### config.mk
export PLATFORM = sky130hd
export DESIGN_NAME = phy_mgmt_port
export DESIGN_NICKNAME = d
export VERILOG_FILES = /design/src/rtl/phy_mgmt_pkg.sv /design/src/rtl/mdc_divider.sv /design/src/rtl/mdio_frame_engine.sv /design/src/rtl/phy_acc_reg.sv /design/src/rtl/phy_mgmt_port.sv
export SDC_FILE = /design/constraint.sdc
export NUM_CORES = 1
export LEC_CHECK = 0
export BUFFER_PORTS_ARGS = -buffer_cell sky130_fd_sc_hd__buf_4
export CORE_MARGIN = 2
export CORE_UTILIZATION = 61
export CTS_CLUSTER_DIAMETER = 150
export DETAILED_ROUTE_END_ITERATION = 8
export PLACE_DENSITY = 0.84
export SLEW_MARGIN = 20
export SYNTH_ARGS = -nofsm -noshare
export SYNTH_HDL_FRONTEND = slang
export SYNTH_SLANG_ARGS = --single-unit
### constraint.sdc
create_clock -name clk -period 4.2 [get_ports clk]
set_clock_uncertainty 0.2 [all_clocks]
set_input_delay 0.42 -clock clk [delete_from_list [all_inputs] [get_ports clk]]
set_output_delay 0.42 -clock clk [all_outputs]
set_load 0.01 [all_outputs]
### src/rtl/phy_mgmt_pkg.sv
package phy_mgmt_pkg;

  localparam int FRAME_BITS = 64;
  localparam int PRE_BITS   = 32;
  localparam int TA_IDX     = 46;
  localparam int DATA_IDX   = 48;
  localparam int IDX_W      = $clog2(FRAME_BITS);

  localparam logic [1:0] SOF_CODE = 2'b01;
  localparam logic [1:0] OP_WRITE = 2'b01;
  localparam logic [1:0] OP_READ  = 2'b10;
  localparam logic [1:0] TA_CODE  = 2'b10;

  // Host-visible access word.
  typedef struct packed {
    logic        flag;
    logic [6:0]  rsvd;
    logic [7:0]  regsel;
    logic [15:0] data;
  } acc_word_t;

  // Full serial frame, bit 63 leaves first.
  function automatic logic [FRAME_BITS-1:0] build_frame(
    input logic        is_wr,
    input logic [4:0]  phy,
    input logic [4:0]  regf,
    input logic [15:0] d
  );
    build_frame = {{PRE_BITS{1'b1}}, SOF_CODE, (is_wr ? OP_WRITE : OP_READ),
                   phy, regf, TA_CODE, d};
  endfunction

endpackage

### src/rtl/mdc_divider.sv
module mdc_divider #(
  parameter int HALF = 2
) (
  input  logic clk,
  input  logic rst_n,
  input  logic en,
  output logic mdc,
  output logic rise_tick,
  output logic fall_tick
);
  localparam int CW = (HALF > 1) ? $clog2(HALF) : 1;

  logic [CW-1:0] cnt;
  logic          wrap;

  assign wrap = (cnt == CW'(HALF - 1));

  always_ff @(posedge clk) begin
    if (!rst_n) begin
      cnt <= '0;
      mdc <= 1'b0;
    end else if (!en) begin
      cnt <= '0;
      mdc <= 1'b0;
    end else if (wrap) begin
      cnt <= '0;
      mdc <= ~mdc;
    end else begin
      cnt <= cnt + 1'b1;
    end
  end

  assign rise_tick = en & wrap & ~mdc;
  assign fall_tick = en & wrap & mdc;

  // clock parks low once the engine stops requesting it
  p_idle_low_r8: assert property (@(posedge clk) disable iff (!rst_n)
    !en |=> !mdc);

endmodule

### src/rtl/mdio_frame_engine.sv
module mdio_frame_engine
  import phy_mgmt_pkg::*;
#(
  parameter logic [4:0] PHY_ADDR = 5'd1
) (
  input  logic        clk,
  input  logic        rst_n,
  input  logic        start,
  input  logic        start_wr,
  input  logic [4:0]  start_reg,
  input  logic [15:0] start_data,
  input  logic        rise_tick,
  input  logic        fall_tick,
  input  logic        mdio_i,
  output logic        busy,
  output logic        busy_read,
  output logic        complete,
  output logic [15:0] rd_word,
  output logic        mdio_o,
  output logic        mdio_oe
);
  logic [IDX_W-1:0]      idx;
  logic [FRAME_BITS-1:0] shreg;
  logic                  rd_mode;
  logic [15:0]           cap;
  logic                  last_bit;
  logic                  in_data;
  logic                  released;

  assign last_bit = (idx == IDX_W'(FRAME_BITS - 1));
  assign in_data  = (idx >= IDX_W'(DATA_IDX));
  assign released = rd_mode & (idx >= IDX_W'(TA_IDX));

  always_ff @(posedge clk) begin
    if (!rst_n) begin
      busy    <= 1'b0;
      idx     <= '0;
      shreg   <= '1;
      rd_mode <= 1'b0;
      cap     <= '0;
    end else if (!busy) begin
      if (start) begin
        busy    <= 1'b1;
        idx     <= '0;
        shreg   <= build_frame(start_wr, PHY_ADDR, start_reg, start_data);
        rd_mode <= ~start_wr;
        cap     <= '0;
      end
    end else begin
      if (rise_tick && rd_mode && in_data)
        cap <= {cap[14:0], mdio_i};
      if (fall_tick) begin
        if (last_bit) begin
          busy <= 1'b0;
        end else begin
          idx   <= idx + 1'b1;
          shreg <= {shreg[FRAME_BITS-2:0], 1'b1};
        end
      end
    end
  end

  assign complete  = busy & fall_tick & last_bit;
  assign busy_read = busy & rd_mode;
  assign rd_word   = cap;
  assign mdio_o    = busy ? shreg[FRAME_BITS-1] : 1'b1;
  assign mdio_oe   = busy & ~released;

  // a finishing read never leaves the line driven
  p_read_ends_released_r6: assert property (@(posedge clk) disable iff (!rst_n)
    (complete && rd_mode) |-> !mdio_oe);

endmodule

### src/rtl/phy_acc_reg.sv
module phy_acc_reg
  import phy_mgmt_pkg::*;
(
  input  logic        clk,
  input  logic        rst_n,
  input  logic        wr_en,
  input  logic [31:0] wr_data,
  input  logic        eng_busy,
  input  logic        complete,
  input  logic [15:0] rd_word,
  output logic [31:0] rd_data,
  output logic        start,
  output logic        start_wr,
  output logic [4:0]  start_reg,
  output logic [15:0] start_data
);
  acc_word_t acc;
  logic      accept;
  logic      unused_rsvd;

  assign accept      = wr_en & ~eng_busy;
  assign unused_rsvd = ^wr_data[30:24];

  always_ff @(posedge clk) begin
    if (!rst_n) begin
      acc <= '0;
    end else if (accept) begin
      acc.flag   <= wr_data[31];
      acc.rsvd   <= '0;
      acc.regsel <= wr_data[23:16];
      acc.data   <= wr_data[15:0];
    end else if (complete) begin
      if (acc.flag) begin
        acc.flag <= 1'b0;
      end else begin
        acc.flag <= 1'b1;
        acc.data <= rd_word;
      end
    end
  end

  assign rd_data    = acc;
  assign start      = accept;
  assign start_wr   = wr_data[31];
  assign start_reg  = wr_data[20:16];
  assign start_data = wr_data[15:0];

  // strobes during a running frame leave the word untouched
  p_ignore_busy_r9: assert property (@(posedge clk) disable iff (!rst_n)
    (eng_busy && wr_en && !complete) |=> $stable(rd_data));

endmodule

### src/rtl/phy_mgmt_port.sv
module phy_mgmt_port #(
  parameter int         MDC_HALF = 2,
  parameter logic [4:0] PHY_ADDR = 5'd1
) (
  input  logic        clk,
  input  logic        rst_n,
  input  logic        host_wr,
  input  logic [31:0] host_wdata,
  output logic [31:0] host_rdata,
  output logic        mdc,
  output logic        mdio_o,
  output logic        mdio_oe,
  input  logic        mdio_i
);
  logic        start, start_wr;
  logic [4:0]  start_reg;
  logic [15:0] start_data;
  logic        eng_busy, eng_busy_rd, complete;
  logic [15:0] rd_word;
  logic        rise_tick, fall_tick;

  phy_acc_reg u_reg (
    .clk        (clk),
    .rst_n      (rst_n),
    .wr_en      (host_wr),
    .wr_data    (host_wdata),
    .eng_busy   (eng_busy),
    .complete   (complete),
    .rd_word    (rd_word),
    .rd_data    (host_rdata),
    .start      (start),
    .start_wr   (start_wr),
    .start_reg  (start_reg),
    .start_data (start_data)
  );

  mdio_frame_engine #(.PHY_ADDR(PHY_ADDR)) u_eng (
    .clk        (clk),
    .rst_n      (rst_n),
    .start      (start),
    .start_wr   (start_wr),
    .start_reg  (start_reg),
    .start_data (start_data),
    .rise_tick  (rise_tick),
    .fall_tick  (fall_tick),
    .mdio_i     (mdio_i),
    .busy       (eng_busy),
    .busy_read  (eng_busy_rd),
    .complete   (complete),
    .rd_word    (rd_word),
    .mdio_o     (mdio_o),
    .mdio_oe    (mdio_oe)
  );

  mdc_divider #(.HALF(MDC_HALF)) u_div (
    .clk       (clk),
    .rst_n     (rst_n),
    .en        (eng_busy),
    .mdc       (mdc),
    .rise_tick (rise_tick),
    .fall_tick (fall_tick)
  );

  // data never moves on the rising management clock edge
  p_edge_stable_r7: assert property (@(posedge clk) disable iff (!rst_n)
    $rose(mdc) |-> $stable(mdio_o));

  // a running write shows flag 1
  p_wr_flag_r2: assert property (@(posedge clk) disable iff (!rst_n)
    (eng_busy && !eng_busy_rd) |-> host_rdata[31]);

  // a running read shows flag 0
  p_rd_flag_r3: assert property (@(posedge clk) disable iff (!rst_n)
    eng_busy_rd |-> !host_rdata[31]);

  // enable is low whenever no frame runs
  p_oe_idle_r1: assert property (@(posedge clk) disable iff (!rst_n)
    !eng_busy |-> !mdio_oe);

endmodule

# Yosys cells after proc, flatten, opt, wreduce, memory -nomap -nowiden
# Cells that the tools add are included.
# W data, S select, Z words.
dict set report word_totals {
  reg_bits 115
  output_inout_bits 35
}
dict set report classes {
  add_sub_neg 2
  magnitude_cmp 2
  n_eq_ne 5
  muxes 23
  bitwise_logic 13
  reduce_logical 10
}
# operator count
set op_table {}
lappend op_table {{$mux W64} 4}
lappend op_table {{$mux W16} 6}
lappend op_table {{$mux W6} 4}
lappend op_table {{$ge A6 B6 Y1 const B} 2}
lappend op_table {{$and A1 B1 Y1} 8}
lappend op_table {{$mux W1} 8}
lappend op_table {{$reduce_and A2 Y1} 4}
lappend op_table {{$add A6 B1 Y6 const B} 1}
lappend op_table {{$eq A6 B6 Y1 const B} 1}
lappend op_table {{$ne A2 B2 Y1 const B} 3}
lappend op_table {{$not A1 Y1} 5}
lappend op_table {{$reduce_bool A2 Y1} 2}
lappend op_table {{$reduce_and A3 Y1} 1}
lappend op_table {{$reduce_or A3 Y1} 1}
lappend op_table {{$logic_and A1 B1 Y1} 2}
lappend op_table {{$mux W2} 1}
lappend op_table {{$ne A2 B1 Y1 const B} 1}
lappend op_table {{$add A1 B1 Y1 const B} 1}

# Depth between registers and ports, before layout
dict set report logic_depth {
  ltp_word 6
  mapped_depth 8
  depth_no_buf 5
}

# Hierarchy
# From an unflattened synthesis, not the netlist that was laid out.
dict set report hier_totals {
  cells_unflattened 570
  hier_area_um2 4989.8
}
# mod n_inst cells_per_inst area_each_um2 seq_area_each_um2
set by_module_without_submodules {}
lappend by_module_without_submodules {mdio_frame_engine 1 399 3552.2 1761.7}
lappend by_module_without_submodules {phy_acc_reg 1 162 1362.6 500.5}
lappend by_module_without_submodules {mdc_divider 1 9 75.1 40.0}

# Worst setup path after synthesis
# OpenSTA, ideal clock, no wires.
dict set report synth_path {
  path_kind {reg-to-reg}
  from {register u_eng.idx[1]}
  to {register u_reg.acc, in the netlist u_reg.rd_data[10]}
  arrival_ps 1612
  t_required_ps 3881
  slack_ps 2269
  path_stages_with_launch 9
  path_buffers 3
  synth_period_minus_slack_ps 1931
  cell_sequence {dfxtp_1 -> ha_1 -> buf_2 -> nand4_1 -> or3_1 -> buf_2 -> buf_6 -> nand2_1 -> a21oi_1}
}
dict set report synth_via {
  elab_chain_len 4
}
# element line_no
set synth_rtl {}
lappend synth_rtl {{start, declared} mdio_frame_engine.sv:22} ;# logic [IDX_W-1:0] idx;
lappend synth_rtl {{start signal, assigned} mdio_frame_engine.sv:56} ;# idx <= idx + 1'b1;
lappend synth_rtl {{$eq A6 B6 Y1} mdio_frame_engine.sv:30} ;# assign last_bit = (idx == IDX_W'(FRAME_BITS - 1));
lappend synth_rtl {{$and A1 B1 Y1} mdio_frame_engine.sv:63} ;# assign complete = busy & fall_tick & last_bit;
lappend synth_rtl {{$reduce_bool A2 Y1 (no source line)} --}
lappend synth_rtl {{$reduce_and A2 Y1 (no source line)} --}
lappend synth_rtl {{end, declared} phy_acc_reg.sv:17} ;# acc_word_t acc;
# No other way between the ends.
# A chain may end at the register's enable or synchronous reset.

# Worst setup path in the final report
dict set report layout_path {
  from {register u_eng.busy}
  to {output mdio_oe}
}
dict set report layout_via {
  elab_chain_len 1
}
# element line_no
set layout_rtl {}
lappend layout_rtl {{start, declared} mdio_frame_engine.sv:15} ;# output logic busy,
lappend layout_rtl {{start signal, assigned} mdio_frame_engine.sv:36} ;# busy <= 1'b0;
lappend layout_rtl {{start signal, assigned} mdio_frame_engine.sv:43} ;# busy <= 1'b1;
lappend layout_rtl {{start signal, assigned} mdio_frame_engine.sv:54} ;# busy <= 1'b0;
lappend layout_rtl {{$and A1 B1 Y1} mdio_frame_engine.sv:67} ;# assign mdio_oe = busy & ~released;
lappend layout_rtl {{end, declared} phy_mgmt_port.sv:12} ;# output logic mdio_oe,
# No other way between the ends.

==> summary.md <==
| Metric | Value |
|---|---|
| Initial Utilization | `62.8%` |
| Final Hold Vio Count | `0` |
| Final period utilization | `63.7%` |
| Clk_lat worst skew | `0.53 ns` |
| Synth Area in Simple Gates | `23.9%` |
| Setup Viol. Count Final | `0` |
| Most common cell on crit path | `buf_4` |
| Hold path cells | `3` |
| Power Density | `493 nW/µm²` |
| Synth Area in Compound Gates | `20.9%` |
| Core region area | `7730 µm²` |
| Share of cells above drive strength 1 | `15.9%` |
| CTS tree | `built` |
| Worst slew pin tran | `0.958 ns` |
| Largest net degree at the start of global routing | `113` |
| Lkg Pwr | `0.00220 µW` |
| # clock sinks | `115` |
| Post-synthesis mux area share | `0.206%` |
| CP Max Fanout | `30` |
| Post-synth EDFFs | `0` |
| Ys flop type | `dfxtp_1` |
| Num CTS Buffers | `17` |
| Yosys warns | `0` |
| Io pins | `71` |
| Post-Synth Adder-Cell Area | `0.516%` |
| N_diodes | `0` |
| Drt pass-1 iters | `5` |
| Worst path depth | `4` |
| Hold WC Path Type | `primary input to flop` |
| Final WL | `12.0 mm` |
| Vias in the first global route | `4008` |
| Die ar. | `8680 µm²` |
| Post-DP HPWL | `6.42 mm` |
| Peak VDD IR | `503 µV` |
| Worst setup path class | `flop to output pin` |
| Kind of cell adding the most delay to the critical path | `buffers and inverters` |
| Mapped Cells | `590` |
| WP data arrival | `2.06 ns` |
| Via/cell ratio | `6.09` |
| Slowest stage delay, CP | `0.45 ns` |
| Clock transition at the registers of the reported paths | `0.05 ns` |
| Place WS | `1.64 ns` |
| Met2 Resource Use GR | `45.8%` |
| Reg2Reg Depth | `5` |
| Worst path cell trace | `buf_4 > inv_1 > a31oi_1 > buf_4` |
| Grt total ovfl | `0` |
| CTS Root Cell | `clkbuf_8` |
| Synth area leaders | `dfxtp_1, nor3_1, o21ai_0` |
| CP bufs+invs | `3` |
| DR WL/cell | `16.2 µm` |
| Die W | `93.2 µm` |
| Yosys top cell area share | `47.4%` |
| Placement-stage cell area | `5190 µm²` |
| Met3 Usage GRT | `6.04%` |
| Reg2Reg Setup Slack | `1.56 ns` |
| Relative slew slack | `35.9%` |
| Worst setup SP type | `flop` |
| Top cells by count, synth | `dfxtp_1, nor3_1, o21ai_0, nand2_1, clkbuf_1` |
| Synthesized area | `4850 µm²` |
| Post-route cell area | `5960 µm²` |
| GRT met1 Usage | `35.9%` |
| Area taken by multi-input logic gates | `2260 µm²` |
| WP data required | `3.58 ns` |
| CP max-delay cell | `inv_1` |
| Cts hold-fix bufs | `14` |
| Final setup TNS | `0 ns` |
| Synth cell types | `41` |
| Maxcap violations | `0` |
| Filler cell count | `506` |
| P&R area growth vs syn | `22.9%` |
| Port bufs | `56` |
| Vias | `4497` |
| First-pass GRT wire length | `19.6 mm` |
| Initial antenna violation count | `0` |
| Setup ws final | `1.52 ns` |
| FF+latch area | `2300 µm²` |
| GRT Resource Usage Total | `28.3%` |
| Post-synthesis xor/xnor area fraction | `0.181%` |
| Top-count cell post-synth | `dfxtp_1` |
| Final min period | `2.68 ns` |
| CTS resizes | `0` |
| Final nets | `663` |
| Clock buffer depth | `2` |
| Fraction of registers with async set/reset | `0%` |
| Final slew viol count | `0` |
| Worst setup EP type | `output pin` |
| Gr busiest metal | `met2` |
| Sequential share of the synthesized area | `47.4%` |
| FF+latch count, synth | `115` |
| Largest family of logic cells by synthesized area | `simple AND/OR/NAND/NOR gates` |
| Area leader, netlist | `dfxtp_1` |
| Mean Syn Cell Area | `8.22 µm²` |
| Die Y | `93.2 µm` |
| Remaining antenna violation count | `0` |
| GP Congestion | `0.803` |
| RSZ-0062 raised after global routing | `false` |
| Status | `complete, no violations` |
| Max H-tree Level | `4` |
| Post-CTS Setup Repair Bufs | `0` |
| DR iter-0 viols | `437` |
| FMAX | `374 MHz` |
| Cell row count | `32` |
| Remaining DRCs | `0` |
[state kept, by name, summed over array words and instances, names as in the netlist]
signal / count
u_eng.shreg: 64
u_div.cnt: 1
u_reg.rd_data: 25
u_eng.busy: 1
u_eng.idx: 6
u_eng.rd_mode: 1
u_eng.rd_word: 16
u_div.mdc: 1
[cell usage in the layout, fill, tap and decap left out, types with 3 or more instances in the layout]
cell,count
bufinv_16,6
clkbuf_16,16
dfxtp_1,115
nand4_1,3
buf_4,62
a31oi_1,9
and2_1,21
o21a_1,3
nor3_1,94
inv_1,3
a21boi_1,10
a21oi_1,23
a21boi_0,14
nor2_1,10
o21ai_0,75
a221oi_1,20
conb_1,7
clkinv_2,4
nand2_1,66
nand3_1,32
dlygate4sd3_1,14
clkbuf_1,3
[layer usage]
metal / vias up / wire [µm]
met1: 2152 / 5270
met3: 38 / 533
met5: - / 0
met4: 0 / 392
met2: 152 / 5800
li1: 2155 / -
[per-stage QoR]
step                power (µW)  instances  utilization, %  hold WS [ns]
floorplan                 1310        596               -         0.240
global placement          1370        694            67.1         0.242
detailed placement        1380        694            67.1         0.248
CTS                       2940        739            77.2       0.00288
global route              3030        739            77.2        0.0129
finish                    2940        739            77.2        0.0134
[where the power goes]
part | switching [µW] | internal, µW | total, µW
registers | 21.2 | 1130 | 1150
logic | 127 | 97.1 | 224
clock network | 491 | 1080 | 1570
total | 639 | 2300 | 2940
[layout make-up]
cell class	count	area share [%]
clock inverters	11	3.50
multi-input cells	411	37.9
inverters	3	0.189
flip-flops and latches	115	38.6
clock buffers	20	7.13
repair buffers	77	10.5
well taps	102	2.14
[final timing paths]
check	start	end
max reg2reg	u_eng.idx[1]	u_eng.shreg[12]
min reg2reg	u_reg.rd_data[10]	u_reg.rd_data[10]
min	host_wdata[31]	u_eng.rd_mode
max	u_eng.busy	mdio_oe
[worst reg2reg max path: stages (launching register included)]
cell,delay [ns]
dfxtp_1,0.43
ha_1,0.40
a41o_2,0.76
buf_4,0.42
a221oi_1,0.13
o21ai_0,0.23
[cell families (layout without fill, tap and decap cells)]
logic type	Yosys count	after routing
other cells	1	7
buf+inv	70	111
flops	115	115
fa+ha+maj	2	2
mux	1	1
xor+xnor	1	1
simple gates	237	237
compound gates	163	163
Power figures use the tool's default switching activity.
